===== src/rtl/i2cTgtPkg.sv =====
package i2cTgtPkg;

  typedef enum logic [2:0] {
    ST_IDLE,
    ST_ADDR,
    ST_AACK,
    ST_RX,
    ST_RACK,
    ST_TX,
    ST_MACK
  } tgtState_e;

  typedef struct packed {
    logic clrBits;
    logic countBit;
    logic shiftIn;
    logic loadPtr;
    logic incPtr;
    logic loadTx;
    logic shiftTx;
    logic writeReg;
  } dpStrobe_t;

endpackage


===== src/rtl/i2cTgtSync.sv =====
module i2cTgtSync #(
  parameter int STAGES = 2
) (
  input  logic clk,
  input  logic rstN,
  input  logic sclIn,
  input  logic sdaIn,
  output logic sdaS,
  output logic sclRise,
  output logic sclFall,
  output logic startSeen,
  output logic stopSeen
);

  logic [STAGES-1:0] sclPipe;
  logic [STAGES-1:0] sdaPipe;
  logic sclS;
  logic sclPrev;
  logic sdaPrev;

  always_ff @(posedge clk or negedge rstN) begin
    if (!rstN) begin
      sclPipe <= '1;
      sdaPipe <= '1;
      sclPrev <= 1'b1;
      sdaPrev <= 1'b1;
    end else begin
      sclPipe <= {sclPipe[STAGES-2:0], sclIn};
      sdaPipe <= {sdaPipe[STAGES-2:0], sdaIn};
      sclPrev <= sclS;
      sdaPrev <= sdaS;
    end
  end

  assign sclS      = sclPipe[STAGES-1];
  assign sdaS      = sdaPipe[STAGES-1];
  assign sclRise   = sclS & ~sclPrev;
  assign sclFall   = ~sclS & sclPrev;
  // START: data falls while the clock stays high; STOP: data rises likewise
  assign startSeen = sclS & sclPrev & sdaPrev & ~sdaS;
  assign stopSeen  = sclS & sclPrev & ~sdaPrev & sdaS;

endmodule


===== src/rtl/i2cTgtData.sv =====
module i2cTgtData
  import i2cTgtPkg::*;
#(
  parameter int PTR_W  = 8,
  parameter int DATA_W = 8,
  localparam int CNT_W = $clog2(DATA_W + 2)
) (
  input  logic              clk,
  input  logic              rstN,
  input  dpStrobe_t         stb,
  input  logic              sdaS,
  input  logic [DATA_W-1:0] regRdata,
  output logic [DATA_W-1:0] rxByte,
  output logic [CNT_W-1:0]  bitCnt,
  output logic              txBit,
  output logic [PTR_W-1:0]  regAddr,
  output logic [DATA_W-1:0] regWdata,
  output logic              regWe
);

  logic [PTR_W-1:0]  ptr;
  logic [DATA_W-1:0] txReg;

  always_ff @(posedge clk or negedge rstN) begin
    if (!rstN) begin
      bitCnt <= '0;
    end else if (stb.clrBits) begin
      bitCnt <= '0;
    end else if (stb.countBit) begin
      bitCnt <= bitCnt + 1'b1;
    end
  end

  always_ff @(posedge clk or negedge rstN) begin
    if (!rstN) begin
      rxByte <= '0;
    end else if (stb.shiftIn) begin
      rxByte <= {rxByte[DATA_W-2:0], sdaS};
    end
  end

  // pointer: loaded by the first write byte, natural wrap on increment
  always_ff @(posedge clk or negedge rstN) begin
    if (!rstN) begin
      ptr <= '0;
    end else if (stb.loadPtr) begin
      ptr <= PTR_W'(rxByte);
    end else if (stb.incPtr) begin
      ptr <= ptr + 1'b1;
    end
  end

  always_ff @(posedge clk or negedge rstN) begin
    if (!rstN) begin
      txReg <= '1;
    end else if (stb.loadTx) begin
      txReg <= regRdata;
    end else if (stb.shiftTx) begin
      txReg <= {txReg[DATA_W-2:0], 1'b1};
    end
  end

  assign txBit    = txReg[DATA_W-1];
  assign regAddr  = ptr;
  assign regWdata = rxByte;
  assign regWe    = stb.writeReg;


  we_pulse_chk: assert property (@(posedge clk) disable iff (!rstN)
    regWe |=> !regWe);


  ptr_hold_chk: assert property (@(posedge clk) disable iff (!rstN)
    !$past(stb.loadPtr || stb.incPtr) |-> $stable(ptr));


  bitcnt_range_chk: assert property (@(posedge clk) disable iff (!rstN)
    bitCnt <= CNT_W'(DATA_W + 1));

endmodule


===== src/rtl/i2cTgtCtrl.sv =====
module i2cTgtCtrl
  import i2cTgtPkg::*;
#(
  parameter int         DATA_W     = 8,
  parameter logic [6:0] SLAVE_ADDR = 7'h42,
  localparam int CNT_W = $clog2(DATA_W + 2)
) (
  input  logic              clk,
  input  logic              rstN,
  input  logic              sclRise,
  input  logic              sclFall,
  input  logic              startSeen,
  input  logic              stopSeen,
  input  logic              sdaS,
  input  logic [DATA_W-1:0] rxByte,
  input  logic [CNT_W-1:0]  bitCnt,
  input  logic              txBit,
  output dpStrobe_t         stb,
  output logic              sdaDriveLow
);

  localparam logic [CNT_W-1:0] BYTE_DONE = CNT_W'(DATA_W);
  localparam logic [CNT_W-1:0] ACK_DONE  = CNT_W'(DATA_W + 1);

  tgtState_e state, nxt;
  logic readMode;
  logic firstByte;
  logic masterAck;

  always_comb begin
    stb = '0;
    nxt = state;
    if (startSeen) begin
      nxt = ST_ADDR;
      stb.clrBits = 1'b1;
    end else if (stopSeen) begin
      nxt = ST_IDLE;
      stb.clrBits = 1'b1;
    end else begin
      case (state)
        ST_ADDR, ST_RX: begin
          if (sclRise && bitCnt < BYTE_DONE) begin
            stb.shiftIn  = 1'b1;
            stb.countBit = 1'b1;
          end
          if (sclFall && bitCnt == BYTE_DONE) begin
            if (state == ST_ADDR) begin
              nxt = (rxByte[DATA_W-1:1] == SLAVE_ADDR) ? ST_AACK : ST_IDLE;
            end else begin
              nxt = ST_RACK;
              if (firstByte) begin
                stb.loadPtr = 1'b1;
              end else begin
                stb.writeReg = 1'b1;
                stb.incPtr   = 1'b1;
              end
            end
          end
        end
        ST_AACK, ST_RACK: begin
          if (sclRise) stb.countBit = 1'b1;
          if (sclFall && bitCnt == ACK_DONE) begin
            stb.clrBits = 1'b1;
            if (state == ST_AACK && readMode) begin
              nxt = ST_TX;
              stb.loadTx = 1'b1;
              stb.incPtr = 1'b1;
            end else begin
              nxt = ST_RX;
            end
          end
        end
        ST_TX: begin
          if (sclRise && bitCnt < BYTE_DONE) stb.countBit = 1'b1;
          if (sclFall && bitCnt < BYTE_DONE) stb.shiftTx = 1'b1;
          if (sclFall && bitCnt == BYTE_DONE) nxt = ST_MACK;
        end
        ST_MACK: begin
          if (sclRise) stb.countBit = 1'b1;
          if (sclFall && bitCnt == ACK_DONE) begin
            stb.clrBits = 1'b1;
            if (masterAck) begin
              nxt = ST_TX;
              stb.loadTx = 1'b1;
              stb.incPtr = 1'b1;
            end else begin
              nxt = ST_IDLE;
            end
          end
        end
        default: ;
      endcase
    end
  end

  always_ff @(posedge clk or negedge rstN) begin
    if (!rstN) begin
      state     <= ST_IDLE;
      readMode  <= 1'b0;
      firstByte <= 1'b0;
      masterAck <= 1'b0;
    end else begin
      state <= nxt;
      if (state == ST_ADDR && nxt == ST_AACK) readMode <= rxByte[0];
      if (state == ST_AACK && nxt == ST_RX) firstByte <= 1'b1;
      else if (stb.loadPtr) firstByte <= 1'b0;
      if (state == ST_MACK && sclRise) masterAck <= ~sdaS;
    end
  end

  assign sdaDriveLow = (state == ST_AACK) || (state == ST_RACK) ||
                       (state == ST_TX && !txBit);


  start_resets_chk: assert property (@(posedge clk) disable iff (!rstN)
    startSeen |=> state == ST_ADDR);


  stop_idle_chk: assert property (@(posedge clk) disable iff (!rstN)
    (stopSeen && !startSeen) |=> state == ST_IDLE);


  idle_release_chk: assert property (@(posedge clk) disable iff (!rstN)
    state == ST_IDLE |-> !sdaDriveLow);


  nack_end_chk: assert property (@(posedge clk) disable iff (!rstN)
    (state == ST_MACK && sclFall && bitCnt == ACK_DONE && !masterAck &&
     !startSeen && !stopSeen) |=> state == ST_IDLE);


  ptr_byte_no_write_chk: assert property (@(posedge clk) disable iff (!rstN)
    stb.writeReg |-> (state == ST_RX && !firstByte));

endmodule


===== src/rtl/i2cRegTarget.sv =====
module i2cRegTarget
  import i2cTgtPkg::*;
#(
  parameter logic [6:0] SLAVE_ADDR  = 7'h42,
  parameter int         PTR_W       = 8,
  parameter int         DATA_W      = 8,
  parameter int         SYNC_STAGES = 2,
  localparam int        CNT_W       = $clog2(DATA_W + 2)
) (
  input  logic              clk,
  input  logic              rstN,
  input  logic              sclIn,
  input  logic              sdaIn,
  output logic              sdaDriveLow,
  output logic [PTR_W-1:0]  regAddr,
  output logic [DATA_W-1:0] regWdata,
  output logic              regWe,
  input  logic [DATA_W-1:0] regRdata
);

  logic sdaS, sclRise, sclFall, startSeen, stopSeen;
  dpStrobe_t stb;
  logic [DATA_W-1:0] rxByte;
  logic [CNT_W-1:0]  bitCnt;
  logic txBit;

  i2cTgtSync #(.STAGES(SYNC_STAGES)) uSync (
    .clk(clk), .rstN(rstN), .sclIn(sclIn), .sdaIn(sdaIn),
    .sdaS(sdaS), .sclRise(sclRise), .sclFall(sclFall),
    .startSeen(startSeen), .stopSeen(stopSeen)
  );

  i2cTgtCtrl #(.DATA_W(DATA_W), .SLAVE_ADDR(SLAVE_ADDR)) uCtrl (
    .clk(clk), .rstN(rstN), .sclRise(sclRise), .sclFall(sclFall),
    .startSeen(startSeen), .stopSeen(stopSeen), .sdaS(sdaS),
    .rxByte(rxByte), .bitCnt(bitCnt), .txBit(txBit),
    .stb(stb), .sdaDriveLow(sdaDriveLow)
  );

  i2cTgtData #(.PTR_W(PTR_W), .DATA_W(DATA_W)) uData (
    .clk(clk), .rstN(rstN), .stb(stb), .sdaS(sdaS), .regRdata(regRdata),
    .rxByte(rxByte), .bitCnt(bitCnt), .txBit(txBit),
    .regAddr(regAddr), .regWdata(regWdata), .regWe(regWe)
  );

endmodule


===== config.mk =====
export PLATFORM = sky130hd
export DESIGN_NAME = i2cRegTarget
export DESIGN_NICKNAME = d
export VERILOG_FILES = /design/src/rtl/i2cTgtPkg.sv /design/src/rtl/i2cTgtSync.sv /design/src/rtl/i2cTgtData.sv /design/src/rtl/i2cTgtCtrl.sv /design/src/rtl/i2cRegTarget.sv
export SDC_FILE = /design/constraint.sdc
export NUM_CORES = 1
export LEC_CHECK = 0
export ABC_AREA = 0
export BUFFER_PORTS_ARGS = -buffer_cell sky130_fd_sc_hd__buf_2
export CORE_UTILIZATION = 45
export DETAILED_ROUTE_END_ITERATION = 8
export PLACE_DENSITY = 0.65
export SYNTH_ARGS = -nofsm -noshare
export SYNTH_HDL_FRONTEND = slang
export SYNTH_SLANG_ARGS = --single-unit

===== constraint.sdc =====
create_clock -name clk -period 5.5 [get_ports clk]
set_input_delay 0.55 -clock clk [delete_from_list [all_inputs] [get_ports clk]]
set_output_delay 0.55 -clock clk [all_outputs]
set_load 0.01 [all_outputs]

==> reports/qor.yml, run 1 <==
dr_total_vias: 1547
min_to: "uSync.sdaPipe[1]"
tritoncts: "yes"
synthSimpleGateAreaFrac_pct: 19.39
syn_inst: 192
finalNetCount: 236
floorplan.initialDensity_pct: 47.40
detail_route.wl_per_cell_microns: 14.85
htree_levels: 2
grt_antenna_before_repair: 0
ys.flop_type: "dfrtp_1"
grt_max_degree: 41
reg2reg_slack_ns: 3.00
place_inst: 265
synth_xor_xnor_area_share_pct: 1.686
worst_ep_arrival_time_ns: 2.68
layout_min_cycle_time_ns: 2.500
crit_type: "flip-flop to flip-flop"
ys_types: 52
synth_top_family_by_area: "simple AND/OR/NAND/NOR gates"
area_growth_syn_to_layout_pct: 14.03
wl_microns: 4054
drc: 0
yosys_warnings: 0
required_ns: 5.68
clock_latency_ns: 0.29
n_antenna_cell: 0
drv_slew: 0
cts_buffer_depth: 2
ys_seq_elements: 40
cts-root-buf: "clkbuf_8"
first_global_vias: 1444
grt.total_usage_pct: 17.99
layout_commonest_cell: "buf_2"
drtIter0Drc: 65
mostFrequentLayoutCells: "buf_2, nor2_1, dfrtp_1"
reg2reg_to: "uData.regAddr[4]"
synthMuxAreaShare_pct: 9.031
peakVddDrop_mv: 0.1833
crit_fanout: 19
synthAdderAreaFrac_pct: 2.408
startpoint_type: "flip-flop"
clk_pin_slew_ns: 0.08
skew_ns: 0.009031
r2r_cells: 7
p_per_area_nw_per_um2: 253.1
seq_area_frac_synth_pct: 49.01
die-area_sq_um: 4894
static-leakage-power_nw: 1.119
syn_avg_cell_area_sq_um: 10.82
tns_ns: 0
fin_cells: 273
grt_first_pass_wirelength_microns: 6969
ant_nets: 0
setup_viol: 0
hpwl_microns: 2861
outcome: "finished, final reports clean"
die_y_microns: 69.96
timing.hold.ws_ns: 0.3585
synth_fp_nets: 208
min_from: "uSync.sdaPipe[0]"
ios: 30
max_clock_freq_ghz: 0.4000
postCtsHoldBufs: 0
rsz0062_at_grt: "no"
synthTopCellsByArea: "dfrtp_1, dfstp_2, mux2_2, nor2_1, mux2i_1"
async_flop_share_pct: 100.0
ctsResizeCount: 0
fp-row-count: 24
endpoint_kind: "flip-flop"
synth_compound_area_share_pct: 15.47
yosysTopAreaCell: "dfrtp_1"
hold_path_class: "flip-flop to flip-flop"
rr_startpoint: "uData.bitCnt[1]"
overflow: 0
crit_start: "uData.bitCnt[1]"
first_pass_iters: 4
die_w_microns: 69.96
worstMarginPinSlew_ns: 0.9041
synth_top_area_share_pct: 31.31
synth_edf_count: 0
io_buffers: 29
viasPerCell: 5.667
post_cts_buffers: 0
finalCritPeriodShare_pct: 45.45
syn_area_sq_um: 2078
hold_depth: 0
cts.sinks: 40
cts_buffers: 5
drive_gt1_share_pct: 30.77
place_congestion: 0.8905
totalPowerFinal_mw: 0.5997
final-hold-violation-count: 0
core_sq_um: 4384
maxCapViolations: 0
relSlewSlack_pct: 39.57
kinds of logic (layout without fill, tap and decap cells):
logic type | Yosys count | in the layout
compound gates | 43 | 43
simple gates | 70 | 70
mux | 17 | 17
flops | 40 | 40
buf+inv | 14 | 43
fa+ha+maj | 4 | 4
xor+xnor | 4 | 4
worst max path at each step:
stage,endpoint,slack [ns],cells after the start
2_1_floorplan,uData.regAddr[4],3.44,7
3_3_place_gp,uData.regAddr[4],3.11,7
3_5_place_dp,uData.regAddr[4],3.01,7
4_1_cts,uData.regAddr[4],2.99,7
5_1_grt,uData.regAddr[4],2.82,7
6_report,uData.regAddr[4],3.00,7
report_power, final:
group          leakage [nW]  switching [mW]  total, mW  internal [mW]
combinational         0.550          0.0188     0.0331         0.0142
sequential            0.508          0.0100      0.317          0.307
clock                0.0614           0.101      0.249          0.148
total                  1.12           0.130      0.600          0.470
sequential cells by signal, summed over array words and instances (netlist names):
name,flops
uCtrl.firstByte,1
uCtrl.masterAck,1
uCtrl.readMode,1
uCtrl.state,3
uData.bitCnt,4
uData.regAddr,8
uData.regWdata,8
uData.txReg,8
uSync.sclPipe,2
uSync.sclPrev,1
uSync.sdaPipe,2
uSync.sdaPrev,1
area by class of cell:
class,count,area (sq um)
sequential,40,1018
clock inverter,2,38.79
clock buffer,6,82.58
fill,384,2014
tap,52,65.06
multi-input combinational,138,997.2
timing repair buffer,29,145.1
inverter,6,22.52
worst max-delay path, stage by stage, from the launching register on:
cell and delay [ns]:
dfrtp_1 0.40, inv_1 0.10, ha_1 0.17, nor2b_1 0.46, nand4_4 0.32, o21a_2 0.32
mux2_1 0.33, a221o_1 0.29
through the flow:
| stage | util, % | worst slack [ns] | instance area [sq um] |
|---|---|---|---|
| CTS | 54.05 | 2.994 | 2370 |
| floorplan | - | 3.442 | 2078 |
| global placement | 51.28 | 3.110 | 2248 |
| finish | 54.05 | 3.000 | 2370 |
| detailed placement | 51.28 | 3.008 | 2248 |
| global route | 54.05 | 2.820 | 2370 |
routing by layer:
layer  vias up  wire [microns]  global-route usage (%)  share of wire (%)
li1        761               -                       -                  -
met1       741            2024                   27.30                 50
met2        41            1822                   25.21                 45
met3         4             175                   4.618                4.3
met4         0              31                   5.333               0.76
met5         -               0                       0                  0
synthesized netlist by cell type (2+ instances only):
library cell / instances
a21oi_1: 11
inv_1: 6
a31oi_1: 4
a22o_1: 2
o22ai_1: 4
a221o_1: 4
mux2_2: 9
nor3_1: 2
nor4b_1: 3
nand3b_1: 2
nor2_1: 26
o31a_1: 2
ha_1: 4
xnor2_1: 2
mux2i_1: 6
nor3b_1: 4
buf_2: 5
nand4b_1: 2
xor2_1: 2
and3_1: 3
dfstp_2: 14
dfrtp_1: 26
nand3_1: 6
o21ai_0: 4
a211oi_1: 2
nand2_1: 9
nand2b_1: 2
nor2b_1: 2
Power figures use the tool's default switching activity.
==> run 2: changes to the inputs <==
--- a/config.mk
+++ b/config.mk
@@ -9,7 +9,7 @@
 export BUFFER_PORTS_ARGS = -buffer_cell sky130_fd_sc_hd__buf_2
 export CORE_UTILIZATION = 45
 export DETAILED_ROUTE_END_ITERATION = 8
-export PLACE_DENSITY = 0.65
+export PLACE_DENSITY = 0.68
 export SYNTH_ARGS = -nofsm -noshare
 export SYNTH_HDL_FRONTEND = slang
 export SYNTH_SLANG_ARGS = --single-unit
==> constraint.sdc (replaced) <==
create_clock -name clk -period 2.1 [get_ports clk]
set_input_delay 0.21 -clock clk [delete_from_list [all_inputs] [get_ports clk]]
set_output_delay 0.21 -clock clk [all_outputs]
set_load 0.01 [all_outputs]
==> reports/qor.yml, run 2 (same netlist as run 1, synthesis figures left out) <==
cts.sinks: 40  # unchanged
reg2reg_to: "uData.regAddr[4]"
maxCapViolations: 0  # unchanged
worst_ep_arrival_time_ns: 2.21  # -0.47 ns
fillers: 409  # +6.5%
overflow: 0  # unchanged
wl_microns: 4495  # +11%
first_pass_iters: 4  # unchanged
place_ws_ns: 0.06455  # -2.944 ns
area_growth_syn_to_layout_pct: 22.16
worstMarginPinSlew_ns: 0.5007  # -0.4034 ns
min_to: "uData.txReg[2]"
cp_cell_sequence: "inv_2, ha_2, nand4b_1, or2_4, o21a_2, mux2_1, a221o_1"
grt_first_pass_wirelength_microns: 7921  # +14%
dr_total_vias: 1635  # +5.7%
outcome: "finished, final reports clean"
static-leakage-power_nw: 1.214  # +8.5%
io_buffers: 29  # unchanged
crit_fanout: 5  # -14
first_global_vias: 1652  # +14%
clock_latency_ns: 0.30  # about the same
cts-root-buf: "clkbuf_8"
clk_pin_slew_ns: 0.08  # about the same
place_congestion: 0.8868  # -0.42%
core_sq_um: 4384  # unchanged
hold_depth: 3  # +3
floorplan.initialDensity_pct: 47.40  # unchanged
r2r_cells: 7  # unchanged
reg2reg_slack_ns: 0.08  # -2.92 ns
tritoncts: "yes"
drc: 0  # unchanged
viasPerCell: 5.524  # -2.5%
cts_buffer_depth: 2  # unchanged
rr_startpoint: "uData.bitCnt[1]"
layout_commonest_cell: "buf_2"
grt.total_usage_pct: 20.63  # +2.6 points
layout_min_cycle_time_ns: 2.020  # -0.4799 ns
grt_max_degree: 21  # -49%
drv_slew: 0  # unchanged
critical_path_buf_inv_count: 1  # unchanged
finalNetCount: 259  # +9.7%
die-area_sq_um: 4894  # unchanged
fp-row-count: 24  # unchanged
relSlewSlack_pct: 66.40  # +27 points
die_y_microns: 69.96  # unchanged
drtIter0Drc: 68  # +4.6%
cp_top_family: "compound AO/OA/AOI/OAI gates"
worst_slack_ns: 0.08009  # -2.920 ns
cts_buffers: 5  # unchanged
hpwl_microns: 3273  # +14%
skew_ns: 0.01053  # +0.001501 ns
mostFrequentLayoutCells: "buf_2, nor2_1, dfrtp_1"
drive_gt1_share_pct: 38.11  # +7.3 points
endpoint_kind: "flip-flop"
p_per_area_nw_per_um2: 584.6  # +130%
peakVddDrop_mv: 0.4687  # +160%
critPathMaxStageDelay_ns: 0.42  # -0.04 ns
required_ns: 2.29  # -3.39 ns
ant_nets: 0  # unchanged
n_antenna_cell: 0  # unchanged
startpoint_type: "flip-flop"
crit_type: "flip-flop to flip-flop"
timing.hold.ws_ns: 0.1360  # -0.2224 ns
max_clock_freq_ghz: 0.4951  # +24%
setup_viol: 0  # unchanged
min_from: "regRdata[2]"
die_w_microns: 69.96  # unchanged
slowest_stage: "dfrtp_1"
ios: 30  # unchanged
grt_antenna_before_repair: 0  # unchanged
htree_levels: 2  # unchanged
finalCritPeriodShare_pct: 96.19  # +51 points
hold_path_class: "input port to flip-flop"
detail_route.wl_per_cell_microns: 15.19  # +2.3%
final-hold-violation-count: 0  # unchanged
[run 2: worst max path at each step]
| stage | startpoint | depth (start not counted) | slack [ns] | end |
|---|---|---|---|---|
| after floorplan | uData.bitCnt[1] | 7 | 0.04 | uData.regAddr[4] |
| after global placement | uSync.sclPipe[1] | 6 | 0.1 | uCtrl.readMode |
| after detailed placement | uData.bitCnt[0] | 7 | 0.06 | uData.regAddr[4] |
| after CTS | uData.bitCnt[0] | 7 | 0.05 | uData.regAddr[4] |
| after global routing | uData.bitCnt[1] | 7 | -0.006 | uData.regAddr[4] |
| final | uData.bitCnt[1] | 7 | 0.08 | uData.regAddr[4] |
[run 2: metrics by stage]
step | power (mW) | cell area, sq um | setup TNS, ns | utilization (%) | instances
final | 1.484 | 2539 | 0 | 57.91 | 296
after detailed placement | 0.9461 | 2391 | 0 | 54.54 | 284
after global routing | 1.545 | 2539 | -0.006086 | 57.91 | 296
after CTS | 1.495 | 2519 | 0 | 57.45 | 295
after floorplan | 0.8861 | 2078 | 0 | - | 192
after global placement | 0.9422 | 2391 | 0 | 54.54 | 284
[run 2: worst reg2reg max path, delay by kind of cell (launching register included)]
family / cells / cell delay, ns
flops: 1 / 0.42
mux: 1 / 0.31
simple gates: 2 / 0.40
compound gates: 2 / 0.53
buf+inv: 1 / 0.08
fa+ha+maj: 1 / 0.18
[run 2: layout make-up]
| cell class | count | area [sq um] | share of cell area (%) |
|---|---|---|---|
| Inverter | 6 | 22.52 | 0.8871 |
| Clock buffer | 6 | 82.58 | 3.253 |
| Sequential cell | 40 | 1020 | 40.17 |
| Tap cell | 52 | 65.06 | 2.563 |
| Timing Repair Buffer | 52 | 325.3 | 12.81 |
| Clock inverter | 2 | 15.01 | 0.5914 |
| Multi-Input combinational cell | 138 | 1008 | 39.72 |
[run 2: where the power goes]
part / switching (mW) / leakage, nW / total, mW / internal (mW)
logic: 0.0561 / 0.664 / 0.109 / 0.0530
clock network: 0.279 / 0.0434 / 0.545 / 0.266
registers: 0.0251 / 0.507 / 0.830 / 0.805
[run 2: per-layer routing]
| metal | track usage (%) | share of wire, % |
|---|---|---|
| met1 | 28.48 | 48 |
| met2 | 31.62 | 47 |
| met3 | 4.040 | 3.9 |
| met4 | 8.889 | 1.3 |
| met5 | 0 | 0 |
[run 2: timing repair]
item | in CTS | in global routing
hold buffers | 3 | 0
resized for setup | 0 | 5
endpoints found under the hold margin | 31 | 0
setup buffers | 0 | 1
setup endpoints to repair | 0 | 5
==> run 3: changes to the inputs <==
--- a/config.mk
+++ b/config.mk
@@ -6,10 +6,11 @@
 export NUM_CORES = 1
 export LEC_CHECK = 0
 export ABC_AREA = 0
-export BUFFER_PORTS_ARGS = -buffer_cell sky130_fd_sc_hd__buf_2
 export CORE_UTILIZATION = 45
 export DETAILED_ROUTE_END_ITERATION = 8
-export PLACE_DENSITY = 0.68
+export DONT_BUFFER_PORTS = 1
+export PLACE_DENSITY = 0.62
 export SYNTH_ARGS = -nofsm -noshare
 export SYNTH_HDL_FRONTEND = slang
+export SYNTH_HIERARCHICAL = 1
 export SYNTH_SLANG_ARGS = --single-unit
==> reports/qor.yml, run 3 <==
outcome: "finished, violations left"
failed_checks: "setup timing"
first_global_vias: 1789  # +8.3%
detail_route.wl_per_cell_microns: 16.29  # +7.3%
static-leakage-power_nw: 1.263  # +4.0%
area_growth_syn_to_layout_pct: 32.78
yosys_warnings: 6  # +6
hold_depth: 2  # -1
crit_type: "flip-flop to flip-flop"
clock_latency_ns: 0.30  # about the same
yosysTopAreaCell: "dfrtp_1"
final_area_sq_um: 2924  # +15%
die-area_sq_um: 5178  # +5.8%
grt_first_pass_wirelength_microns: 8756  # +11%
clk_pin_slew_ns: 0.08  # about the same
die_w_microns: 71.96  # +2.9%
r2r_cells: 9  # +2
place_congestion: 0.9893  # +12%
seq_area_frac_synth_pct: 46.25  # -2.8 points
crit_fanout: 4  # -1
finalNetCount: 275  # +6.2%
ys_seq_elements: 40  # unchanged
synthTopCellsByArea: "dfrtp_1, dfstp_2, nand2_1, mux2i_1, mux2_1"
mostFrequentLayoutCells: "buf_4, dfrtp_1, nand2_1"
ios: 30  # unchanged
cts.sinks: 40  # unchanged
fp-row-count: 25  # +4.2%
layout_min_cycle_time_ns: 2.591  # +0.5714 ns
viasPerCell: 5.562  # +0.70%
max_clock_freq_ghz: 0.3859  # -22%
htree_levels: 2  # unchanged
grt.total_usage_pct: 22.27  # +1.6 points
overflow: 0  # unchanged
syn_area_sq_um: 2202  # +6.0%
drv_slew: 0  # unchanged
ys_types: 50  # -3.8%
tns_ns: -7.557  # -7.557 ns
ant_nets: 0  # unchanged
critPathMaxStageDelay_ns: 0.53  # +0.11 ns
grt_antenna_before_repair: 0  # unchanged
cp.depth: 9  # +2
final-hold-violation-count: 0  # unchanged
cts_buffers: 5  # unchanged
hpwl_microns: 3550  # +8.5%
place_area_sq_um: 2454  # +2.6%
cts-root-buf: "clkbuf_8"
drive_gt1_share_pct: 41.60  # +3.5 points
hold_path_class: "input port to flip-flop"
maxCapViolations: 0  # unchanged
post-synth-top-count-cell: "nand2_1"
drc: 0  # unchanged
cp_cell_sequence: "nor2b_4, and4bb_4, nand2_4, or4b_4, a221oi_2, buf_4, nand4_4, or4_4, nand3_2"
worst_slack_ns: -0.4913  # -0.5714 ns
wl_microns: 5359  # +19%
async_flop_share_pct: 100.0  # unchanged
rsz0062_at_grt: "yes"
synth_top_area_share_pct: 29.55  # -1.8 points
drtIter0Drc: 89  # +31%
layout_commonest_cell: "buf_4"
required_ns: 2.34  # +0.05 ns
ys.flop_type: "dfrtp_1"
io_buffers: 0  # -100%
die_y_microns: 71.96  # +2.9%
n_antenna_cell: 0  # unchanged
p_per_area_nw_per_um2: 605.2  # +3.5%
worstMarginPinSlew_ns: 0.5266  # +0.02587 ns
first_pass_iters: 4  # unchanged
critical_path_buf_inv_count: 1  # unchanged
endpoint_kind: "flip-flop"
synth_edf_count: 0  # unchanged
core_sq_um: 4723  # +7.7%
cp_top_family: "simple AND/OR/NAND/NOR gates"
grt_max_degree: 41  # +95%
startpoint_type: "flip-flop"
dr_total_vias: 1830  # +12%
finalCritPeriodShare_pct: 123.4  # +27 points
setup_viol: 18  # +18
syn_inst: 218  # +14%
skew_ns: 0.01013  # -0.0003969 ns
slowest_stage: "dfstp_2"
synth_commonest_cells: "nand2_1, dfrtp_1, dfstp_2"
floorplan.initialDensity_pct: 46.62  # -0.78 points
worst_ep_arrival_time_ns: 2.83  # +0.62 ns
tritoncts: "yes"
place_ws_ns: -0.5030  # -0.5675 ns
syn_avg_cell_area_sq_um: 10.10  # -6.7%
synth_fp_nets: 232  # +12%
cts_buffer_depth: 2  # unchanged
relSlewSlack_pct: 64.60  # -1.8 points
peakVddDrop_mv: 0.4491  # -4.2%
-- run 3: logic make-up (layout without fill, tap and decap cells) --
group	after synthesis	count (layout)	share of synthesized area (%)
AO/OA/AOI/OAI	41	41	12.05
XOR/XNOR	7	7	2.784
adder cells (fa/ha/maj)	2	2	1.136
buffers and inverters	24	68	6.193
flip-flops	40	40	46.25
multiplexers	19	19	9.148
AND/OR/NAND/NOR	85	85	22.44
-- run 3: layout make-up --
type                            instances  area (sq um)
Inverter                                3         11.26
Fill cell                             386          1799
Clock inverter                          2         12.51
Multi-Input combinational cell        154          1221
Sequential cell                        40          1018
Clock buffer                            6         72.57
Timing Repair Buffer                   57         504.2
Tap cell                               67         83.83
-- run 3: final timing paths --
check	startpoint	endpoint	slack, ns
setup / recovery	uSync/sclPrev	uData/regAddr[7]	-0.49
hold / removal	regRdata[2]	uData/txReg[2]	0.005
setup reg to reg	uSync/sclPrev	uData/regAddr[7]	-0.49
hold reg to reg	uSync/sdaPipe[0]	uSync/sdaPipe[1]	0.36
max in group asynchronous	rstN	uSync/sclPipe[0]	1.47
min in group asynchronous	rstN	uData/regAddr[6]	0.36
-- run 3: worst reg2reg max path: cells and delay by family (launching register included) --
kind / cells / cell delay (ns)
AOI/OAI and AO/OA: 1 / 0.24
DFF: 1 / 0.53
and+or+nand+nor: 7 / 1.60
buffers and inverters: 1 / 0.17
-- run 3: repair_timing --
action,in CTS,in global routing
cloned,1,0
buffers inserted,4,9
endpoints found under the setup margin,19,31
hold endpoints to repair,43,2
resized for setup,19,36
hold buffers,5,2
pin swaps,5,8
-- run 3: stage by stage --
stage | power (mW) | cells | hold slack, ns | utilization, %
after global placement | 1.186 | 302 | -0.08460 | 51.95
final | 1.770 | 329 | 0.004527 | 61.91
after floorplan | 1.092 | 218 | -0.08559 | -
after detailed placement | 1.200 | 302 | -0.08470 | 51.95
after global routing | 1.869 | 329 | 0.003644 | 61.91
after CTS | 1.747 | 320 | 0.001618 | 57.38
-- run 3: routing by layer --
| metal | vias to the layer above | wire [microns] | part of all wire, % | global-route usage (%) |
|---|---|---|---|---|
| met3 | 12 | 189 | 3.5 | 5.694 |
| met1 | 913 | 2443 | 46 | 29.86 |
| li1 | 861 | - | - | - |
| met2 | 44 | 2611 | 49 | 35.01 |
| met4 | 0 | 115 | 2.1 | 8.279 |
| met5 | - | 0 | 0 | 0 |
-- run 3: power by group --
| part | internal, mW | switching, mW | total [mW] |
|---|---|---|---|
| Sequential | 0.823 | 0.0449 | 0.868 |
| Clock | 0.232 | 0.275 | 0.507 |
| Combinational | 0.165 | 0.230 | 0.395 |
